**src/rtl/spi_irq_pkg.sv**
```systemverilog
package spi_irq_pkg;
  localparam int EVW       = 7;
  localparam int FAULT_BIT = 1;
  localparam int WMARK_BIT = 2;
  localparam int FULL_BIT  = 3;
  localparam int RXNE_BIT  = 4;

  localparam logic [1:0] SEL_ACK = 2'd0;
  localparam logic [1:0] SEL_ENA = 2'd1;
  localparam logic [1:0] SEL_DIS = 2'd2;

  typedef struct packed {
    logic [EVW-1:0] maskSet;
    logic [EVW-1:0] maskClr;
    logic [EVW-1:0] ack;
    logic           faultEv;
    logic           wmarkEv;
  } irqStrobes_t;
endpackage

```
**src/rtl/spi_irq_ctrl.sv**
```systemverilog
module spi_irq_ctrl
  import spi_irq_pkg::*;
#(
  parameter int FIFO_DEPTH = 128,
  parameter int LVL_W      = $clog2(FIFO_DEPTH + 1)
) (
  input  logic             clk,
  input  logic             rstN,
  input  logic             wrEn,
  input  logic [1:0]       wrSel,
  input  logic [EVW-1:0]   wrData,
  input  logic [LVL_W-1:0] txLevel,
  input  logic [LVL_W-1:0] txWatermark,
  input  logic             modeFault,
  output irqStrobes_t      strb
);
  logic belowNow;
  logic belowPrev;

  assign belowNow = (txLevel < txWatermark);

  // edge detector for the low-watermark crossing
  always_ff @(posedge clk or negedge rstN) begin
    if (!rstN) belowPrev <= 1'b0;
    else       belowPrev <= belowNow;
  end

  always_comb begin
    strb = '0;
    if (wrEn) begin
      case (wrSel)
        SEL_ACK: strb.ack     = wrData;
        SEL_ENA: strb.maskSet = wrData;
        SEL_DIS: strb.maskClr = wrData;
        default: ;
      endcase
    end
    strb.faultEv = modeFault;
    strb.wmarkEv = belowNow && !belowPrev;
  end
endmodule

```
**src/rtl/spi_irq_dp.sv**
```systemverilog
module spi_irq_dp
  import spi_irq_pkg::*;
#(
  parameter int FIFO_DEPTH = 128,
  parameter int LVL_W      = $clog2(FIFO_DEPTH + 1)
) (
  input  logic             clk,
  input  logic             rstN,
  input  irqStrobes_t      strb,
  input  logic [LVL_W-1:0] txLevel,
  input  logic             rxEmpty,
  output logic [EVW-1:0]   statusOut,
  output logic [EVW-1:0]   maskOut,
  output logic             irq
);
  localparam logic [LVL_W-1:0] FULL_LVL = LVL_W'(FIFO_DEPTH);

  logic           faultLat, wmarkLat, fullLvl, rxneLvl;
  logic [EVW-1:0] maskReg;
  logic           irqReg;

  always_ff @(posedge clk or negedge rstN) begin
    if (!rstN) begin
      faultLat <= 1'b0;
      wmarkLat <= 1'b0;
      fullLvl  <= 1'b0;
      rxneLvl  <= 1'b0;
      maskReg  <= '0;
      irqReg   <= 1'b0;
    end else begin
      // a new event takes priority over a same-cycle acknowledge
      faultLat <= strb.faultEv | (faultLat & ~strb.ack[FAULT_BIT]);
      wmarkLat <= strb.wmarkEv | (wmarkLat & ~strb.ack[WMARK_BIT]);
      fullLvl  <= (txLevel >= FULL_LVL);
      rxneLvl  <= !rxEmpty;
      maskReg  <= (maskReg | strb.maskSet) & ~strb.maskClr;
      irqReg   <= |(statusOut & maskReg);
    end
  end

  for (genvar i = 0; i < EVW; i++) begin : g_stat
    if (i == FAULT_BIT) begin : g_f
      assign statusOut[i] = faultLat;
    end else if (i == WMARK_BIT) begin : g_w
      assign statusOut[i] = wmarkLat;
    end else if (i == FULL_BIT) begin : g_t
      assign statusOut[i] = fullLvl;
    end else if (i == RXNE_BIT) begin : g_r
      assign statusOut[i] = rxneLvl;
    end else begin : g_z
      assign statusOut[i] = 1'b0;
    end
  end

  assign maskOut = maskReg;
  assign irq     = irqReg;
endmodule

```
**src/rtl/spi_irq_unit.sv**
```systemverilog
module spi_irq_unit
  import spi_irq_pkg::*;
#(
  parameter int FIFO_DEPTH = 128,
  parameter int LVL_W      = $clog2(FIFO_DEPTH + 1)
) (
  input  logic             clk,
  input  logic             rstN,
  input  logic             wrEn,
  input  logic [1:0]       wrSel,
  input  logic [6:0]       wrData,
  input  logic [LVL_W-1:0] txLevel,
  input  logic [LVL_W-1:0] txWatermark,
  input  logic             rxEmpty,
  input  logic             modeFault,
  output logic [6:0]       statusOut,
  output logic [6:0]       maskOut,
  output logic             irq
);
  irqStrobes_t strb;

  spi_irq_ctrl #(.FIFO_DEPTH(FIFO_DEPTH), .LVL_W(LVL_W)) u_ctrl (
    .clk(clk), .rstN(rstN), .wrEn(wrEn), .wrSel(wrSel), .wrData(wrData),
    .txLevel(txLevel), .txWatermark(txWatermark), .modeFault(modeFault),
    .strb(strb)
  );

  spi_irq_dp #(.FIFO_DEPTH(FIFO_DEPTH), .LVL_W(LVL_W)) u_dp (
    .clk(clk), .rstN(rstN), .strb(strb), .txLevel(txLevel),
    .rxEmpty(rxEmpty), .statusOut(statusOut), .maskOut(maskOut), .irq(irq)
  );
endmodule

```
**config.mk**
```make
export PLATFORM = sky130hd
export DESIGN_NAME = spi_irq_unit
export DESIGN_NICKNAME = d
export VERILOG_FILES = /design/src/rtl/spi_irq_pkg.sv /design/src/rtl/spi_irq_ctrl.sv /design/src/rtl/spi_irq_dp.sv /design/src/rtl/spi_irq_unit.sv
export SDC_FILE = /design/constraint.sdc
export NUM_CORES = 1
export LEC_CHECK = 0
export BUFFER_PORTS_ARGS = -buffer_cell sky130_fd_sc_hd__buf_4
export CAP_MARGIN = 10
export CORE_UTILIZATION = 48
export CTS_BUF_LIST = sky130_fd_sc_hd__clkbuf_4 sky130_fd_sc_hd__clkbuf_8
export CTS_CLUSTER_DIAMETER = 50
export DETAILED_ROUTE_END_ITERATION = 8
export GPL_TIMING_DRIVEN = 0
export PLACE_DENSITY = 0.86
export SLEW_MARGIN = 25
export SYNTH_ARGS = -nofsm -noshare
export SYNTH_HDL_FRONTEND = slang
export SYNTH_SLANG_ARGS = --single-unit
```
**constraint.sdc**
```tcl
create_clock -name clk -period 2.2 [get_ports clk]
set_input_delay 0.66 -clock clk [delete_from_list [all_inputs] [get_ports clk]]
set_output_delay 0.66 -clock clk [all_outputs]
set_load 0.01 [all_outputs]
```
==> summary.txt, run 1 <==
Status
  – Status: complete, no violations

STA
  – Fin. max-slew vios: 0
  – Post-layout min period: 1690 ps
  – Final Cycle Share: 0.767
  – Clk_skew: between 0.7 and 0.8 ps
  – Setup violators final: 0
  – Fmax: ~0.59 GHz
  – TNS Setup: 0 ps
  – Worst Slack Setup Final: 512 ps
  – Unrepaired setup endpoints after global routing: no
  – Final Hold Viols: 0

Clocking
  – Clk buf depth: 2
  – Cts hold-fix bufs: 0
  – Worst skew pair latency: 260 ps
  – CTS tree: yes
  – # H-tree levels: 1
  – Clk sinks: 13
  – Post-CTS Setup Inserts: 0
  – CTS Root Cell: clkbuf_4
  – Num CTS Buffers: 3
  – Post-cts repair resize count: 0
  – Clk pin slew, worst setup/hold paths: 80 ps

Die
  – Die area: 1820 µm²
  – Die Wd: 42.7 µm
  – Rows: 14
  – I/O Pins: 45
  – Initial Utilization: 0.521
  – Core area: between 1500 and 2000 µm²
  – Die Ht: 42.7 µm

Placement
  – Dpl ws: 356 ps
  – Gpl congestion: 0.724
  – DP Wirelength: 1550 µm
  – Placed Area: 1110 µm²
  – IO buf count: 39

Global route
  – First-pass GRT wire length: around 3100 µm
  – Global Route Usage Sum: 0.222
  – Largest net degree at the start of global routing: 14
  – Initial antenna violation count: 0
  – Vias in the first global route: 764
  – Grt ovf: 0

Cells and area
  – Final Core Density: 0.751
  – Fill count: 135
  – Post-route cell area: 1140 µm²
  – Area delta synth->final: 44.1%
  – Share of layout cells above drive strength 1: 0.400
  – Antenna diodes: 0
  – Nets: 173

Synth
  – XOR/XNOR share of the synthesized area: 0
  – Post-Syn Area per Cell: 8.83 µm²
  – Simple-gate share of the synthesized area: 0.164
  – Top cell type's share of synthesized area: 0.409
  – Compound-Gate Fraction of Synth Area: 0.181
  – Largest family of logic cells by synthesized area: compound AO/OA/AOI/OAI gates
  – FF+latch count, synth: 13
  – Ys async rst share: 1.00
  – Yosys cell types: 20
  – Predominant post-synthesis flop cell: dfrtp_1
  – Synth top area cells: dfrtp_1, ha_1, a21oi_1
  – Area leader, netlist: dfrtp_1
  – Cells after synthesis: 90
  – Ys Warns: 0
  – Post-synth EDFFs: 0
  – Post-synthesis sequential area ratio: 0.409
  – Multiplexer share of the synthesized area: 0
  – Adder-cell share of the synthesized area: 0.110
  – Synth Cell Area: 795 µm²

Drt
  – DRC Markers: 0
  – Post-DRT Antenna Nets: 0
  – Via count: 802
  – DRT Pass-1 Iters: 4
  – DRT Wirelength: 1950 µm
  – Vias per cell: 5.31
  – Drt wl/cell: ~13 µm
  – Initial DRC Count: 16

Worst setup path
  – Worst EP arrival: 1880 ps
  – Critical path capture point type: register
  – R2R Path End: u_dp.irq$_DFF_PN0_
  – RR Startpoint: u_dp.maskOut[1]$_DFF_PN0_
  – Setup slack, reg-to-reg: 1390 ps
  – Req. time, crit path: between 2000 and 2500 ps
  – Worst Setup SP: txLevel[7]
  – Worst setup SP type: input port
  – CP Class: input port to register
  – R2R cell count: 2
  – Biggest fanout along the worst timing path: 2

Job
  – Max cap viols: 0

Hold path
  – Class of the worst hold path: input port to async pin

Pwr
  – Total Power: 0.000605 W
  – Pleak: 0.626 nW
  – Power per cell area: 529 nW/µm²
  – Worst vdd ir: 0.372 mV
Yosys cell counts, types with 3 or more instances:
| master | count |
|---|---|
| a31oi_1 | 5 |
| inv_1 | 9 |
| a21oi_1 | 11 |
| nor2_1 | 7 |
| buf_4 | 7 |
| ha_1 | 7 |
| nand3_1 | 9 |
| a21o_1 | 3 |
| nand2_1 | 4 |
| dfrtp_1 | 13 |
through the flow:
step | instances | hold slack (ps)
2_1_floorplan | 92 | 364
3_3_place_gp | 147 | 477
3_5_place_dp | 147 | 496
4_1_cts | 151 | 223
5_1_grt | 151 | 228
6_report | 151 | 222
power breakdown:
part | switching (W) | total (W) | internal (W) | leakage [nW]
clock | 0.0000766 | 0.000159 | 0.0000823 | 0.0184
combinational | 0.0000755 | 0.000171 | 0.0000957 | 0.448
sequential | 0.0000159 | 0.000275 | 0.000259 | 0.160
total | 0.000168 | 0.000605 | 0.000437 | 0.626
how the worst max path moves through the flow:
stage	endpoint	slack, ps	depth (start not counted)
floorplan	u_dp.wmarkLat$_DFF_PN0_	580	6
global placement	u_dp.wmarkLat$_DFF_PN0_	400	6
detailed placement	u_dp.wmarkLat$_DFF_PN0_	360	6
CTS	u_dp.wmarkLat$_DFF_PN0_	530	6
global route	u_dp.wmarkLat$_DFF_PN0_	510	6
finish	u_dp.wmarkLat$_DFF_PN0_	510	6
flip-flops by register name, indices dropped and copies added (netlist names):
signal and count:
u_dp.wmarkLat 1, u_dp.maskOut 7, u_dp.irq 1, u_dp.fullLvl 1, u_dp.rxneLvl 1, u_dp.faultLat 1, u_ctrl.belowPrev 1
final cells by class:
| cell class | instances | area, µm² | area share |
|---|---|---|---|
| inverters | 9 | 33.8 | 0.0295 |
| clock buffers | 4 | 30.0 | 0.0262 |
| repair buffers | 39 | 293 | 0.256 |
| well taps | 16 | 20.0 | 0.0175 |
| flip-flops and latches | 13 | 325 | 0.284 |
| multi-input cells | 59 | 373 | 0.326 |
| plain buffers | 11 | 70.1 | 0.0612 |
metal layers:
| layer | routed length [µm] | part of all wire | track usage |
|---|---|---|---|
| met5 | 0 | 0 | 0 |
| met4 | 23 | 0.012 | 0.0625 |
| met3 | 146 | 0.075 | 0.0383 |
| met2 | 1090 | 0.56 | 0.421 |
| met1 | 699 | 0.36 | 0.250 |
worst max-delay path: stages:
cell	delay [ps]
buf_4	110
ha_1	310
and3_1	200
a221oi_2	330
nand2b_1	120
o21ai_1	150
cells in the final DEF, fill, tap and decap left out, types with 3 or more instances in the layout:
cell type / synthesis / layout
a21o_1: 3 / 3
a21oi_1: 11 / 11
a31oi_1: 5 / 5
buf_4: 7 / 46
clkbuf_4: 0 / 4
conb_1: 1 / 3
dfrtp_1: 13 / 13
ha_1: 7 / 7
inv_1: 9 / 9
nand2_1: 4 / 4
nand3_1: 9 / 9
nor2_1: 7 / 7
cells by family (layout without fill, tap and decap cells):
logic type,after synthesis,after routing
AO/OA/AOI/OAI,23,23
adder cells (fa/ha/maj),7,7
buffers and inverters,20,63
flip-flops,13,13
other,1,3
AND/OR/NAND/NOR,26,26
Note: power is estimated with default switching activity, not from simulation.
==> inputs of run 2 (changes only) <==
- CORE_UTILIZATION: 48 -> 40
- PLACE_DENSITY: 0.86 -> 0.77
- clock period: 2.2 -> 1.36 ns (I/O delays scaled with it)
==> run 2 against run 1 <==
Sequential power is 61% higher. Critical endpoint is now statusOut[3]. Non-clock buffer count is 1 higher. Die area is 19% higher. Largest power group unchanged. Hold slack better by 47 ps. Register-to-register slack worse by 1000 ps. Wire length is 4.2% lower. Count of clock-buffer cells in the layout stayed put. Via count stayed put. Critical path type is now register to output port.
==> summary.txt, run 2 (same netlist as run 1, synthesis figures left out) <==
Worst setup path
  – Req. time, crit path: between 900 and 1000 ps
  – Biggest fanout along the worst timing path: 2
  – Critical path capture point type: output port
  – Worst path bufs/invs: 2
  – R2R cell count: 3
  – Worst setup SP type: register
  – CP max stage cell: dfrtp_1
  – Setup slack, reg-to-reg: 380 ps
  – RR Startpoint: u_dp.wmarkLat$_DFF_PN0_
  – Worst EP arrival: 920 ps
  – CP Class: register to output port
  – R2R Path End: u_dp.irq$_DFF_PN0_
  – Worst path cell trace: buf_4 -> buf_4
  – Worst stage delay on the critical path: around 390 ps
  – Crit path max-delay family: flip-flops
  – Most used cell, CP: buf_4

Cells and area
  – Fill count: 165
  – Max reg flops: 7
  – Final Core Density: 0.652
  – Area delta synth->final: 47.9%
  – Nets: 174
  – Most frequent cells in the layout: buf_4, dfrtp_1, a21oi_1
  – Antenna diodes: 0
  – Share of layout cells above drive strength 1: 0.404
  – Most common cell after layout, fill and taps aside: buf_4

Drt
  – DRC Markers: 0
  – DRT Wirelength: 1870 µm
  – Drt wl/cell: between 10 and 15 µm
  – Via count: 802
  – DRT Pass-1 Iters: 4
  – Initial DRC Count: 19
  – Post-DRT Antenna Nets: 0
  – Vias per cell: 4.98

Hold path
  – Hold EP: u_dp.rxneLvl$_DFF_PN0_
  – Hold_sp: rxEmpty
  – Class of the worst hold path: input port to register
  – Hold path depth: 2

Die
  – Initial Utilization: 0.441
  – Die area: 2170 µm²
  – Die Wd: 46.6 µm
  – Die Ht: 46.6 µm
  – I/O Pins: 45
  – Core area: between 1500 and 2000 µm²
  – Rows: 15

Placement
  – IO buf count: 39
  – Gpl congestion: 0.731
  – Dpl ws: -185 ps
  – DP Wirelength: 1510 µm

STA
  – Setup violators final: 0
  – WHS: 269 ps
  – TNS Setup: 0 ps
  – Worst Slack Setup Final: 36.6 ps
  – Clk_skew: 3.30 ps
  – Post-layout min period: 1320 ps
  – Fin. max-slew vios: 0
  – Fmax: approximately 0.76 GHz
  – Final Cycle Share: 0.973
  – Final Hold Viols: 0
  – Unrepaired setup endpoints after global routing: no

Pwr
  – Sequential share of power: 0.450
  – Power per cell area: 838 nW/µm²
  – Combinational power share: 0.295
  – Internal Power: 0.000719 W
  – Clock share of power: 0.255
  – Sw frac: 0.270
  – P_sw: roughly 0.00027 W
  – Worst vdd ir: 0.399 mV
  – Pleak: 0.630 nW

Clocking
  – CTS tree: yes
  – # H-tree levels: 1
  – CTS Root Cell: clkbuf_4
  – Clk pin slew, worst setup/hold paths: 80 ps
  – Num CTS Buffers: 3
  – Clk buf depth: 2
  – Worst skew pair latency: between 200 and 300 ps
  – Clk sinks: 13

Status
  – Status: complete, no violations

Global route
  – Global Route Usage Sum: 0.173
  – First-pass GRT wire length: between 2000 and 3000 µm
  – Largest net degree at the start of global routing: 14
  – Vias in the first global route: between 600 and 700
  – Initial antenna violation count: 0
  – Grt ovf: 0

Job
  – Max cap viols: 0
## run 2: cell type report
type / instances / area [µm²] / share of cell area
Multi-Input combinational cell: 59 / 378 / 0.322
Buffer: 10 / 62.6 / 0.0532
Sequential cell: 13 / 325 / 0.277
Tap cell: 25 / 31.3 / 0.0266
Clock buffer: 4 / 30.0 / 0.0256
Timing Repair Buffer: 41 / 314 / 0.267
Inverter: 9 / 33.8 / 0.0288
## run 2: worst max-delay path by stage
stage,startpoint,endpoint,slack [ps],cells after the start
6_report,u_dp.fullLvl$_DFF_PN0_,statusOut[3],40,2
5_1_grt,u_dp.fullLvl$_DFF_PN0_,statusOut[3],4,2
4_1_cts,u_dp.wmarkLat$_DFF_PN0_,statusOut[2],20,2
3_5_place_dp,txLevel[7],u_dp.wmarkLat$_DFF_PN0_,-180,6
3_3_place_gp,txLevel[7],u_dp.wmarkLat$_DFF_PN0_,-170,6
2_1_floorplan,txWatermark[7],u_dp.wmarkLat$_DFF_PN0_,6,6
## run 2: worst reg2reg max path: stages, from the launching register on
cell,delay (ps)
dfrtp_1,400
buf_4,140
a22oi_1,220
nand2_1,90
## run 2: per-stage QoR
stage	cells	total power [W]	cell area (µm²)
5_1_grt	161	0.00104	1170
3_3_place_gp	156	0.000718	1130
4_1_cts	161	0.000983	1170
2_1_floorplan	92	0.000585	807
3_5_place_dp	156	0.000731	1130
6_report	161	0.000985	1170
## run 2: layer usage
| layer | up-vias | GRT usage | part of all wire |
|---|---|---|---|
| met5 | - | 0 | 0 |
| met4 | 0 | 0.0353 | 0.0059 |
| met3 | 2 | 0.0275 | 0.067 |
| met2 | 37 | 0.347 | 0.56 |
| met1 | 372 | 0.182 | 0.37 |
| li1 | 391 | - | - |
## run 2: power groups by stage
| stage | sequential (W) | clock (W) | combinational [W] |
|---|---|---|---|
| 6_report | 0.000443 | 0.000251 | 0.000291 |
| 5_1_grt | 0.000448 | 0.000276 | 0.000321 |
| 4_1_cts | 0.000443 | 0.000256 | 0.000285 |
| 3_5_place_dp | 0.000450 | 0 | 0.000280 |
| 3_3_place_gp | 0.000449 | 0 | 0.000269 |
| 2_1_floorplan | 0.000456 | 0 | 0.000129 |
## run 2: timing repair
item / 4_1_cts / 5_1_grt
hold endpoints to repair: 13 / 0
hold buffers: 1 / 0
setup buffers: 0 / 1
endpoints found under the setup margin: 0 / 2
gates resized for setup: 0 / 1
